<file path="src/rtl/tctx_pkg.sv">
package tctx_pkg;
  localparam int REG_W = 8;
  localparam logic [REG_W-1:0] PRIO_NONE = 8'hFF;

  typedef enum logic [1:0] {
    OP_PRESENT  = 2'd0,
    OP_ACCEPT   = 2'd1,
    OP_SET_CPPR = 2'd2,
    OP_RSVD     = 2'd3
  } tctx_op_e;

  // Exception code placed in the status register when a ring raises.
  function automatic logic [REG_W-1:0] exc_code(input int ring);
    return (ring == 0) ? 8'h80 : 8'h40;
  endfunction
endpackage

</file>
<file path="src/rtl/tctx_group_level.sv">
module tctx_group_level #(
  parameter int IDX_W = 16,
  parameter int LVL_W = 6
) (
  input  logic [IDX_W-1:0] index_i,
  output logic [LVL_W-1:0] level_o
);
  logic [31:0] run;
  logic        stop;
  logic [31:0] lvl_full;

  // Count ones at the low end of the index until the first zero.
  always_comb begin
    run  = '0;
    stop = 1'b0;
    for (int i = 0; i < IDX_W; i++) begin
      if (!stop) begin
        if (index_i[i]) run = run + 32'd1;
        else            stop = 1'b1;
      end
    end
    lvl_full = run + 32'd1;
    level_o  = lvl_full[LVL_W-1:0];
  end
endmodule

</file>
<file path="src/rtl/tctx_prio_enc.sv">
module tctx_prio_enc #(
  parameter int PRIO_W = 3
) (
  input  logic [(1<<PRIO_W)-1:0] pend_i,
  output logic [7:0]             prio_o
);
  import tctx_pkg::*;
  localparam int N = 1 << PRIO_W;

  // Bit (N-1-p) marks priority p. A higher bit is more favored,
  // and the last hit in the ascending scan wins.
  always_comb begin
    prio_o = PRIO_NONE;
    for (int i = 0; i < N; i++) begin
      if (pend_i[i]) prio_o = 8'(N - 1 - i);
    end
  end
endmodule

</file>
<file path="src/rtl/tctx_ring.sv">
module tctx_ring #(
  parameter int         PRIO_W = 3,
  parameter int         LVL_W  = 6,
  parameter logic [7:0] EXC    = 8'h80
) (
  input  logic              clk,
  input  logic              rst_n,
  input  logic              present_i,
  input  logic              accept_i,
  input  logic              cppr_wr_i,
  input  logic [PRIO_W-1:0] prio_i,
  input  logic [LVL_W-1:0]  level_i,
  input  logic [7:0]        cppr_i,
  output logic              irq_o,
  output logic [15:0]       acc_rsp_o
);
  import tctx_pkg::*;
  localparam int N = 1 << PRIO_W;

  logic [N-1:0] ipb_q, ipb_d;
  logic [7:0]   pipr_q, pipr_d;
  logic [7:0]   cppr_q, cppr_d;
  logic [7:0]   nsr_q, nsr_d;
  logic         irq_q, irq_d;

  logic [N-1:0] req_bit;
  logic [N-1:0] acc_bit;
  logic [N-1:0] ipb_src;
  logic [7:0]   enc_pipr;
  logic         direct;
  logic [7:0]   cppr_after_acc;
  logic [7:0]   lvl_ext;

  assign direct  = present_i && (level_i == '0);
  assign lvl_ext = 8'(level_i);

  always_comb begin
    req_bit = '0;
    acc_bit = '0;
    for (int i = 0; i < N; i++) begin
      if (32'(prio_i) == N - 1 - i) req_bit[i] = 1'b1;
      if (32'(pipr_q) == N - 1 - i) acc_bit[i] = 1'b1;
    end
  end

  assign ipb_src = direct ? (ipb_q | req_bit) : ipb_q;

  tctx_prio_enc #(.PRIO_W(PRIO_W)) u_enc (
    .pend_i (ipb_src),
    .prio_o (enc_pipr)
  );

  assign cppr_after_acc = (nsr_q != '0) ? pipr_q : cppr_q;
  assign acc_rsp_o      = {nsr_q, cppr_after_acc};

  always_comb begin
    ipb_d  = ipb_q;
    pipr_d = pipr_q;
    cppr_d = cppr_q;
    nsr_d  = nsr_q;
    irq_d  = irq_q;
    if (present_i) begin
      ipb_d  = ipb_src;
      pipr_d = direct ? enc_pipr : 8'(prio_i);
      if (pipr_d < cppr_q) begin
        nsr_d = EXC | lvl_ext;
        irq_d = 1'b1;
      end
    end else if (cppr_wr_i) begin
      cppr_d = cppr_i;
      pipr_d = enc_pipr;
      if (enc_pipr < cppr_i) begin
        nsr_d = EXC;
        irq_d = 1'b1;
      end
    end else if (accept_i) begin
      irq_d = 1'b0;
      if (nsr_q != '0) begin
        cppr_d = pipr_q;
        if (nsr_q[5:0] == 6'd0) ipb_d = ipb_q & ~acc_bit;
        nsr_d = '0;
      end
    end
  end

  always_ff @(posedge clk) begin
    if (!rst_n) begin
      ipb_q  <= '0;
      pipr_q <= PRIO_NONE;
      cppr_q <= PRIO_NONE;
      nsr_q  <= '0;
      irq_q  <= 1'b0;
    end else begin
      ipb_q  <= ipb_d;
      pipr_q <= pipr_d;
      cppr_q <= cppr_d;
      nsr_q  <= nsr_d;
      irq_q  <= irq_d;
    end
  end

  assign irq_o = irq_q;
endmodule

</file>
<file path="src/rtl/tctx_present.sv">
module tctx_present #(
  parameter int IDX_W  = 16,
  parameter int PRIO_W = 3,
  parameter int LVL_W  = 6
) (
  input  logic              clk,
  input  logic              rst_n,
  input  logic              cmd_valid,
  output logic              cmd_ready,
  input  logic [1:0]        cmd_op,
  input  logic              cmd_ring,
  input  logic [PRIO_W-1:0] cmd_prio,
  input  logic              cmd_group,
  input  logic [IDX_W-1:0]  cmd_index,
  input  logic [7:0]        cmd_cppr,
  output logic              rsp_valid,
  input  logic              rsp_ready,
  output logic [15:0]       rsp_data,
  output logic [1:0]        irq_o
);
  import tctx_pkg::*;
  localparam int RINGS = 2;

  logic             fire;
  tctx_op_e         op;
  logic [LVL_W-1:0] grp_level;
  logic [LVL_W-1:0] level;
  logic [15:0]      ring_rsp [RINGS];
  logic             rsp_valid_q;
  logic [15:0]      rsp_data_q;

  assign op        = tctx_op_e'(cmd_op);
  assign cmd_ready = !rsp_valid_q || rsp_ready;
  assign fire      = cmd_valid && cmd_ready;

  tctx_group_level #(.IDX_W(IDX_W), .LVL_W(LVL_W)) u_lvl (
    .index_i (cmd_index),
    .level_o (grp_level)
  );

  assign level = cmd_group ? grp_level : '0;

  for (genvar g = 0; g < RINGS; g++) begin : g_ring
    logic sel;
    assign sel = fire && (32'(cmd_ring) == g);
    tctx_ring #(
      .PRIO_W (PRIO_W),
      .LVL_W  (LVL_W),
      .EXC    (exc_code(g))
    ) u_ring (
      .clk       (clk),
      .rst_n     (rst_n),
      .present_i (sel && op == OP_PRESENT),
      .accept_i  (sel && op == OP_ACCEPT),
      .cppr_wr_i (sel && op == OP_SET_CPPR),
      .prio_i    (cmd_prio),
      .level_i   (level),
      .cppr_i    (cmd_cppr),
      .irq_o     (irq_o[g]),
      .acc_rsp_o (ring_rsp[g])
    );
  end

  always_ff @(posedge clk) begin
    if (!rst_n) begin
      rsp_valid_q <= 1'b0;
      rsp_data_q  <= '0;
    end else if (fire && op == OP_ACCEPT) begin
      rsp_valid_q <= 1'b1;
      rsp_data_q  <= ring_rsp[cmd_ring];
    end else if (rsp_ready) begin
      rsp_valid_q <= 1'b0;
    end
  end

  assign rsp_valid = rsp_valid_q;
  assign rsp_data  = rsp_data_q;
endmodule

</file>
<file path="config.mk">
export PLATFORM = sky130hd
export DESIGN_NAME = tctx_present
export DESIGN_NICKNAME = d
export VERILOG_FILES = /design/src/rtl/tctx_pkg.sv /design/src/rtl/tctx_group_level.sv /design/src/rtl/tctx_prio_enc.sv /design/src/rtl/tctx_ring.sv /design/src/rtl/tctx_present.sv
export SDC_FILE = /design/constraint.sdc
export NUM_CORES = 1
export LEC_CHECK = 0
export CAP_MARGIN = 20
export CORE_UTILIZATION = 40
export CTS_CLUSTER_SIZE = 28
export DETAILED_ROUTE_END_ITERATION = 6
export GPL_TIMING_DRIVEN = 0
export REMOVE_ABC_BUFFERS = 1
export SKIP_CTS_REPAIR_TIMING = 1
export SLEW_MARGIN = 10
export SYNTH_ARGS = -nofsm -noshare
export SYNTH_HDL_FRONTEND = slang
export SYNTH_SLANG_ARGS = --single-unit
</file>
<file path="constraint.sdc">
create_clock -name clk -period 12.9 [get_ports clk]
set_input_delay 2.58 -clock clk [delete_from_list [all_inputs] [get_ports clk]]
set_output_delay 2.58 -clock clk [all_outputs]
set_load 0.005 [all_outputs]
</file>
**Yosys cells after proc, flatten, opt, wreduce, memory -nomap -nowiden**

Cells that the tools add are included.

- Flip-flop bits (word level): 83
- Latch bits: 0
- Bits in writable memories: 0
- ROM bits: 0
- Bits of input ports: 35
- Output and inout port bits: 20
- Word-level logic and storage cells: 270
- Memories: 0

- Add/subtract/negate cells: 16
- $mul: 0
- Div/mod/pow operators: 0
- $lt $le $gt $ge: 5
- Equal/unequal tests: 29
- Shifts and indexed selects: 0
- Muxes and demuxes: 152
- Bitwise gates (word level): 10
- Reduce and logical (&&, ||, !) cells: 46

Operators by type and width:

| kind | count |
|---|---|
| $mux W8 | 52 |
| $mux W6 | 31 |
| $add A6 B1 Y6 const B | 15 |
| $mux W1 | 66 |
| $eq A8 B3 Y1 const B | 8 |
| $mux W16 | 3 |
| $eq A8 B2 Y1 const B | 4 |
| $lt A8 B8 Y1 | 4 |
| $reduce_bool A2 Y1 | 11 |
| $logic_not A6 Y1 | 3 |
| $and A8 B8 Y8 | 2 |
| $eq A8 B1 Y1 const B | 2 |
| $logic_not A8 Y1 | 2 |
| $not A8 Y8 | 2 |
| $or A8 B8 Y8 | 2 |
| $reduce_and A4 Y1 | 4 |
| $reduce_bool A8 Y1 | 2 |
| $eq A3 B3 Y1 const B | 4 |
| $logic_and A1 B1 Y1 | 12 |
| $reduce_bool A3 Y1 | 4 |
| $eq A3 B2 Y1 const B | 2 |
| $ne A3 B2 Y1 const B | 2 |
| $reduce_and A3 Y1 | 2 |
| $ne A2 B1 Y1 const B | 2 |
| 13 further kinds | 17 |

**Longest topological paths before layout**

- Depth after elaboration: 63
- Mapped depth: 64
- Gate-level depth less buffers: 63

**Cells and area by module**

From an unflattened synthesis, not the netlist that was laid out.

- Cells, all modules: 916
- Area, all modules: 7,280.7 um2

By module, submodules not included:

| module | instances | cells an instance | area each (um2) | seq. area each (um2) |
|---|---|---|---|---|
| tctx_ring at g_ring[1].u_ring | 1 | 256 | 2,107.0 | 640.6 |
| tctx_ring at g_ring[0].u_ring | 1 | 250 | 2,092.0 | 640.6 |
| tctx_group_level | 1 | 274 | 1,928.1 | 0.0 |
| tctx_present | 1 | 106 | 968.4 | 340.3 |
| tctx_prio_enc | 2 | 15 | 92.6 | 0.0 |

**Least setup slack after synthesis**

Ideal clock, no wire load.

- Path type: in2reg
- Start: input port cmd_index[2]
- End: register g_ring[0].u_ring.nsr_q[1]
- Library setup time: 72 ps
- Data arrival time: 13,622 ps
- Data required time: 12,828 ps
- Slack: -794 ps
- Stages on the path: 64
- Buffers on the path: 1
- Path through: inv_1 > a21boi_0 > ha_1 > nor2_1 > nor2_1 > ha_1 > mux2i_1 > a21oi_1 > ha_1 > nand2_1 > nand2_1 > ha_1 > mux2i_1 > a21oi_1 > ha_1 > mux2i_1 > a21oi_1 > nand2_1 > [28 not listed] > xnor3_2 > o41ai_4 > o211ai_2 > buf_6 > nor2_1 > nor4_1 > nor4_1 > mux2_2 > ha_1 > o21a_1 > o21ai_0 > nand2b_1 > a21oi_1 > nor2_1 > o221ai_2 > nand3_2 > a21oi_4 > mux2i_1

- Cells in the longest elaborated chain, start to end: 58
- Elaborated cells between the ends (all ways): 76
- Those cells by class: add/sub (14); order compare (2); eq/ne (2); mux (55); reduce/logical (3)

RTL lines:

| what | RTL line | text |
|---|---|---|
| start, declared | tctx_present.sv:14 | `input logic [IDX_W-1:0] cmd_index,` |
| $mux W6 | tctx_group_level.sv:18 | `if (index_i[i]) run = run + 32'd1;` |
| $mux W6 | tctx_group_level.sv:17 | `if (!stop) begin` |
| $add A6 B1 Y6 | tctx_group_level.sv:18 |  |
| $mux W6 | tctx_group_level.sv:18 |  |
| $mux W6 | tctx_group_level.sv:17 |  |
| $add A6 B1 Y6 | tctx_group_level.sv:18 |  |
| $mux W6 | tctx_group_level.sv:18 |  |
| $mux W6 | tctx_group_level.sv:17 |  |
| [35 not listed] | -- |  |
| $logic_not A6 Y1 | tctx_ring.sv:34 | `assign direct = present_i && (level_i == '0);` |
| $logic_and A1 B1 Y1 | tctx_ring.sv:34 |  |
| $mux W8 | tctx_ring.sv:46 | `assign ipb_src = direct ? (ipb_q \| req_bit) : ipb_q;` |
| $mux W8 (8 in a row) | tctx_prio_enc.sv:15 | `if (pend_i[i]) prio_o = 8'(N - 1 - i);` |
| $mux W8 | tctx_ring.sv:64 | `pipr_d = direct ? enc_pipr : 8'(prio_i);` |
| $lt A8 B8 Y1 | tctx_ring.sv:65 | `if (pipr_d < cppr_q) begin` |
| $ne A2 B2 Y1 (no line) | -- |  |
| $reduce_and A4 Y1 (no line) | -- |  |
| end signal, assigned | tctx_ring.sv:97 | `nsr_q <= nsr_d;` |
| end, declared | tctx_ring.sv:23 | `logic [7:0] nsr_q, nsr_d;` |

Every way passes the cells marked *; elsewhere a longest branch is shown, timed or not. The select of a mux whose other input is x is not followed.
A chain may end at the register's enable or synchronous reset.

**Worst setup path after layout**

- Start: input port cmd_index[1]
- End: register g_ring[0].u_ring.nsr_q[5]

- Cells in the longest elaborated chain, start to end: 61
- Elaborated cells between the ends (all ways): 80
- Those cells by class: add/sub (15); order compare (2); eq/ne (2); mux (58); reduce/logical (3)

RTL lines:

| what | RTL line |
|---|---|
| $mux W6 | tctx_group_level.sv:18 |
| $mux W6 | tctx_group_level.sv:17 |
| $add A6 B1 Y6 | tctx_group_level.sv:18 |
| $mux W6 | tctx_group_level.sv:18 |
| $mux W6 | tctx_group_level.sv:17 |
| $add A6 B1 Y6 | tctx_group_level.sv:18 |
| $mux W6 | tctx_group_level.sv:18 |
| $mux W6 | tctx_group_level.sv:17 |
| [38 not listed] | -- |
| $logic_not A6 Y1 | tctx_ring.sv:34 |
| $logic_and A1 B1 Y1 | tctx_ring.sv:34 |
| $mux W8 | tctx_ring.sv:46 |
| $mux W8 (8 in a row) | tctx_prio_enc.sv:15 |
| $mux W8 | tctx_ring.sv:64 |
| $lt A8 B8 Y1 | tctx_ring.sv:65 |
| $ne A2 B2 Y1 (no line) | -- |
| $reduce_and A4 Y1 (no line) | -- |

Marks and branches as above.

==> results.md <==
- Remaining antenna violation count: 0
- Slew Limit Fails: 0
- Register area share after synthesis: 22.7%
- Die Y: 129 um
- Initial antenna violation count: 0
- H-Tree Depth: 3
- # rows: 46
- YS warnings: 0
- Avg Cell Area, Syn: 7.35 sq um
- Peak VDD IR: 0.0000436 V
- Logic depth of the worst register-to-register path: 21
- Hold Vio Cnt, Final: 0
- Max Cap Viol: 0
- Final #Nets: 1002
- Sequential cell area: 1460 sq um
- Min-delay src: g_ring[1].u_ring.irq_o
- WS Path Type: in2reg
- Async SR Flop Fraction: 0%
- RSZ-0062 raised after global routing: true
- Crit Reg-Reg Endpoint: g_ring[0].u_ring.nsr_q[5]
- FILL cells: 1546
- Hold Path End: g_ring[1].u_ring.irq_o
- First-pass GRT wire length: 28400 um
- Routed WL: 18200 um
- TritonCTS clock tree: done
- CTS root buf: clkbuf_16
- Startpoint Class: primary input
- Clk buf depth: 2
- # setup viols final: 14
- Via/cell ratio: 5.62
- Vias in the first global route: 5662
- #FFs+latches synth: 73
- Worst Max-Slew Pin Slew: 0.971 ns
- Gpl congestion: 0.874
- Critical path required time: 13.17 ns
- # DRC: 0
- PD cells: 86.6 nW/um^2
- Clk_lat worst skew: 0.34 ns
- Final Worst Setup Slack: -0.205 ns
- Fin crit share: 102%
- Most frequent cells in the layout: nand2_1 (133), nor2_1 (75), dfxtp_1 (73)
- Synth cell types: 95
- Post-synth EDFFs: 0
- CTS buffer count: 9
- Overall Global Routing Usage: 21.4%
- Placed cell area: 7110 sq um
- Slowest cell on crit path: o41ai_4
- DR vias: 6511
- Hold depth: 2
- Mapped Area: 6450 sq um
- Multi-input gate area: 4970 sq um
- Status: finished, violations left
- CP arrival: 13.37 ns
- Reg2Reg Setup Slack: 8.03 ns
- CORE AREA: 15800 sq um
- Leading register cell type out of synthesis: dfxtp_1
- CTS Sinks: 73
- Clk_skew: 0.00820 ns
- Launch point of the worst reg-to-reg path: rsp_valid
- Top cell type by total area after synthesis: dfxtp_1
- Buffers on Ports: 54
- Post-Synthesis Cells: 878
- CP Max Fanout: 8
- Area contributors post-synth: dfxtp_1 (23%), nand2_1 (8.3%), ha_1 (5.8%), a21oi_1 (5.2%), nor2_1 (4.5%)
- CTS clk-pin slew, worst paths: 0.05 ns
- WL per Instance: 15.7 um
- Ant diodes: 0
- CP max stage delay: 0.35 ns
- Die area: 16600 sq um
- Drt first pass iters: 4
- I/O Pins: 55
- Most numerous cell on the critical path: a21oi_2
- Initial core utilization: 40.8%
- CP Capture Type: flop
- Worst hold-check path type: reg2reg
- Failing checks: setup timing
- Hold_ws: 0.450 ns
- Initial DRC count: 378
- Most common cell after layout, fill and taps aside: nand2_1
- Final Critical Period: 13.10 ns
- Syn-to-layout area delta: 24.7%
- Yosys top cell area share: 22.7%
- P_leak: 3.26 nW
- Congestion Overflow GR: 0
- Post-route cell area: 8040 sq um
- Crit. Startpoint: cmd_index[1]
- Placed wire-length estimate: 13400 um
- Largest net degree at the start of global routing: 77
- FMAX: 76.3 MHz
- Die X-Extent: 129 um
- Share of layout cells above drive strength 1: 14.8%
- Slew HR: 35.0%
==> kinds of logic after synthesis <==
group / share of synthesized area (%)
XOR/XNOR: 4.44
adder cells (fa/ha/maj): 5.97
buffers and inverters: 5.28
flip-flops: 22.7
AND/OR/NAND/NOR: 28.3
multiplexers: 4.75
AO/OA/AOI/OAI: 28.5
other: 0.0581
==> synthesized netlist by cell type (all sizes together), types with 4 or more instances <==
| library cell | count |
|---|---|
| mux2i | 25 |
| buf | 14 |
| o21ai | 56 |
| or3 | 7 |
| o31ai | 7 |
| a31o | 4 |
| nor2 | 78 |
| mux2 | 5 |
| nand2b | 10 |
| a211oi | 19 |
| nand3 | 34 |
| a21boi | 24 |
| clkbuf | 28 |
| and3b | 7 |
| nand2 | 143 |
| or2 | 5 |
| nor2b | 20 |
| a21o | 7 |
| nand3b | 6 |
| and2 | 12 |
| xnor3 | 4 |
| a311oi | 6 |
| nor4 | 13 |
| xor2 | 4 |
| xnor2 | 15 |
| and3 | 8 |
| o211ai | 13 |
| nor3 | 10 |
| o211a | 9 |
| a31oi | 6 |
| ha | 30 |
| a21oi | 68 |
| o21a | 8 |
| dfxtp | 73 |
| nor3b | 4 |
| nand4 | 7 |
| inv | 39 |
==> cell type report <==
class                           instances  share of cell area, %
Clock buffer                            9                   2.80
Sequential cell                        73                   18.2
Tap cell                              216                   3.36
Timing Repair Buffer                   85                   9.89
Clock inverter                          7                   2.07
Inverter                               40                   1.90
Multi-Input combinational cell        728                   61.8
==> routing by layer <==
metal | routed length, um | vias up | share of wire, % | track usage [%]
met2 | 8490 | 149 | 47 | 34.4
met1 | 8730 | 3059 | 48 | 29.8
met3 | 721 | 16 | 4.0 | 2.74
met5 | 0 | - | 0 | 0
met4 | 216 | 0 | 1.2 | 5.88
li1 | - | 3287 | - | -
==> power breakdown <==
group / total [mW] / internal [mW] / switching [mW] / leakage [nW]
registers: 0.235 / 0.231 / 0.00415 / 0.592
logic: 0.132 / 0.0592 / 0.0728 / 2.48
clock network: 0.330 / 0.228 / 0.101 / 0.186
==> through the flow <==
stage	power (mW)	worst slack (ns)	TNS (ns)	cells	utilization, %
floorplan	0.303	-0.803	-8.88	841	-
global placement	0.350	-3.24	-62.17	1111	44.8
detailed placement	0.350	-3.31	-62.81	1112	44.9
CTS	0.681	-3.01	-51.18	1128	47.4
global route	0.724	-0.888	-11.70	1158	50.8
finish	0.696	-0.205	-1.47	1158	50.8
==> worst max path at each step <==
stage	endpoint	slack (ns)	depth (start not counted)
CTS	g_ring[0].u_ring.nsr_q[5]	-3.01	64
detailed placement	g_ring[0].u_ring.nsr_q[5]	-3.31	64
finish	g_ring[0].u_ring.nsr_q[5]	-0.20	65
global route	g_ring[0].u_ring.nsr_q[2]	-0.89	65
global placement	g_ring[0].u_ring.nsr_q[4]	-3.24	64
floorplan	g_ring[0].u_ring.nsr_q[0]	-0.80	63
==> worst max-delay path, delay by kind of cell <==
kind                       cells  cell delay, ns
adders and majority gates     15            3.95
AOI/OAI and AO/OA             23            3.61
and+or+nand+nor               15            1.51
muxes                          6            0.92
buffers and inverters          5            0.52
xor gates and xnor gates       1            0.28
==> sequential cells by signal, summed over array words and instances (netlist names) <==
signal	count
g_ring.u_ring.cppr_q	16
g_ring.u_ring.ipb_q	16
rsp_data	16
g_ring.u_ring.nsr_q	14
g_ring.u_ring.pipr_q	8
g_ring.u_ring.irq_o	2
rsp_valid	1
No activity file was read; power rests on OpenSTA's default activity.
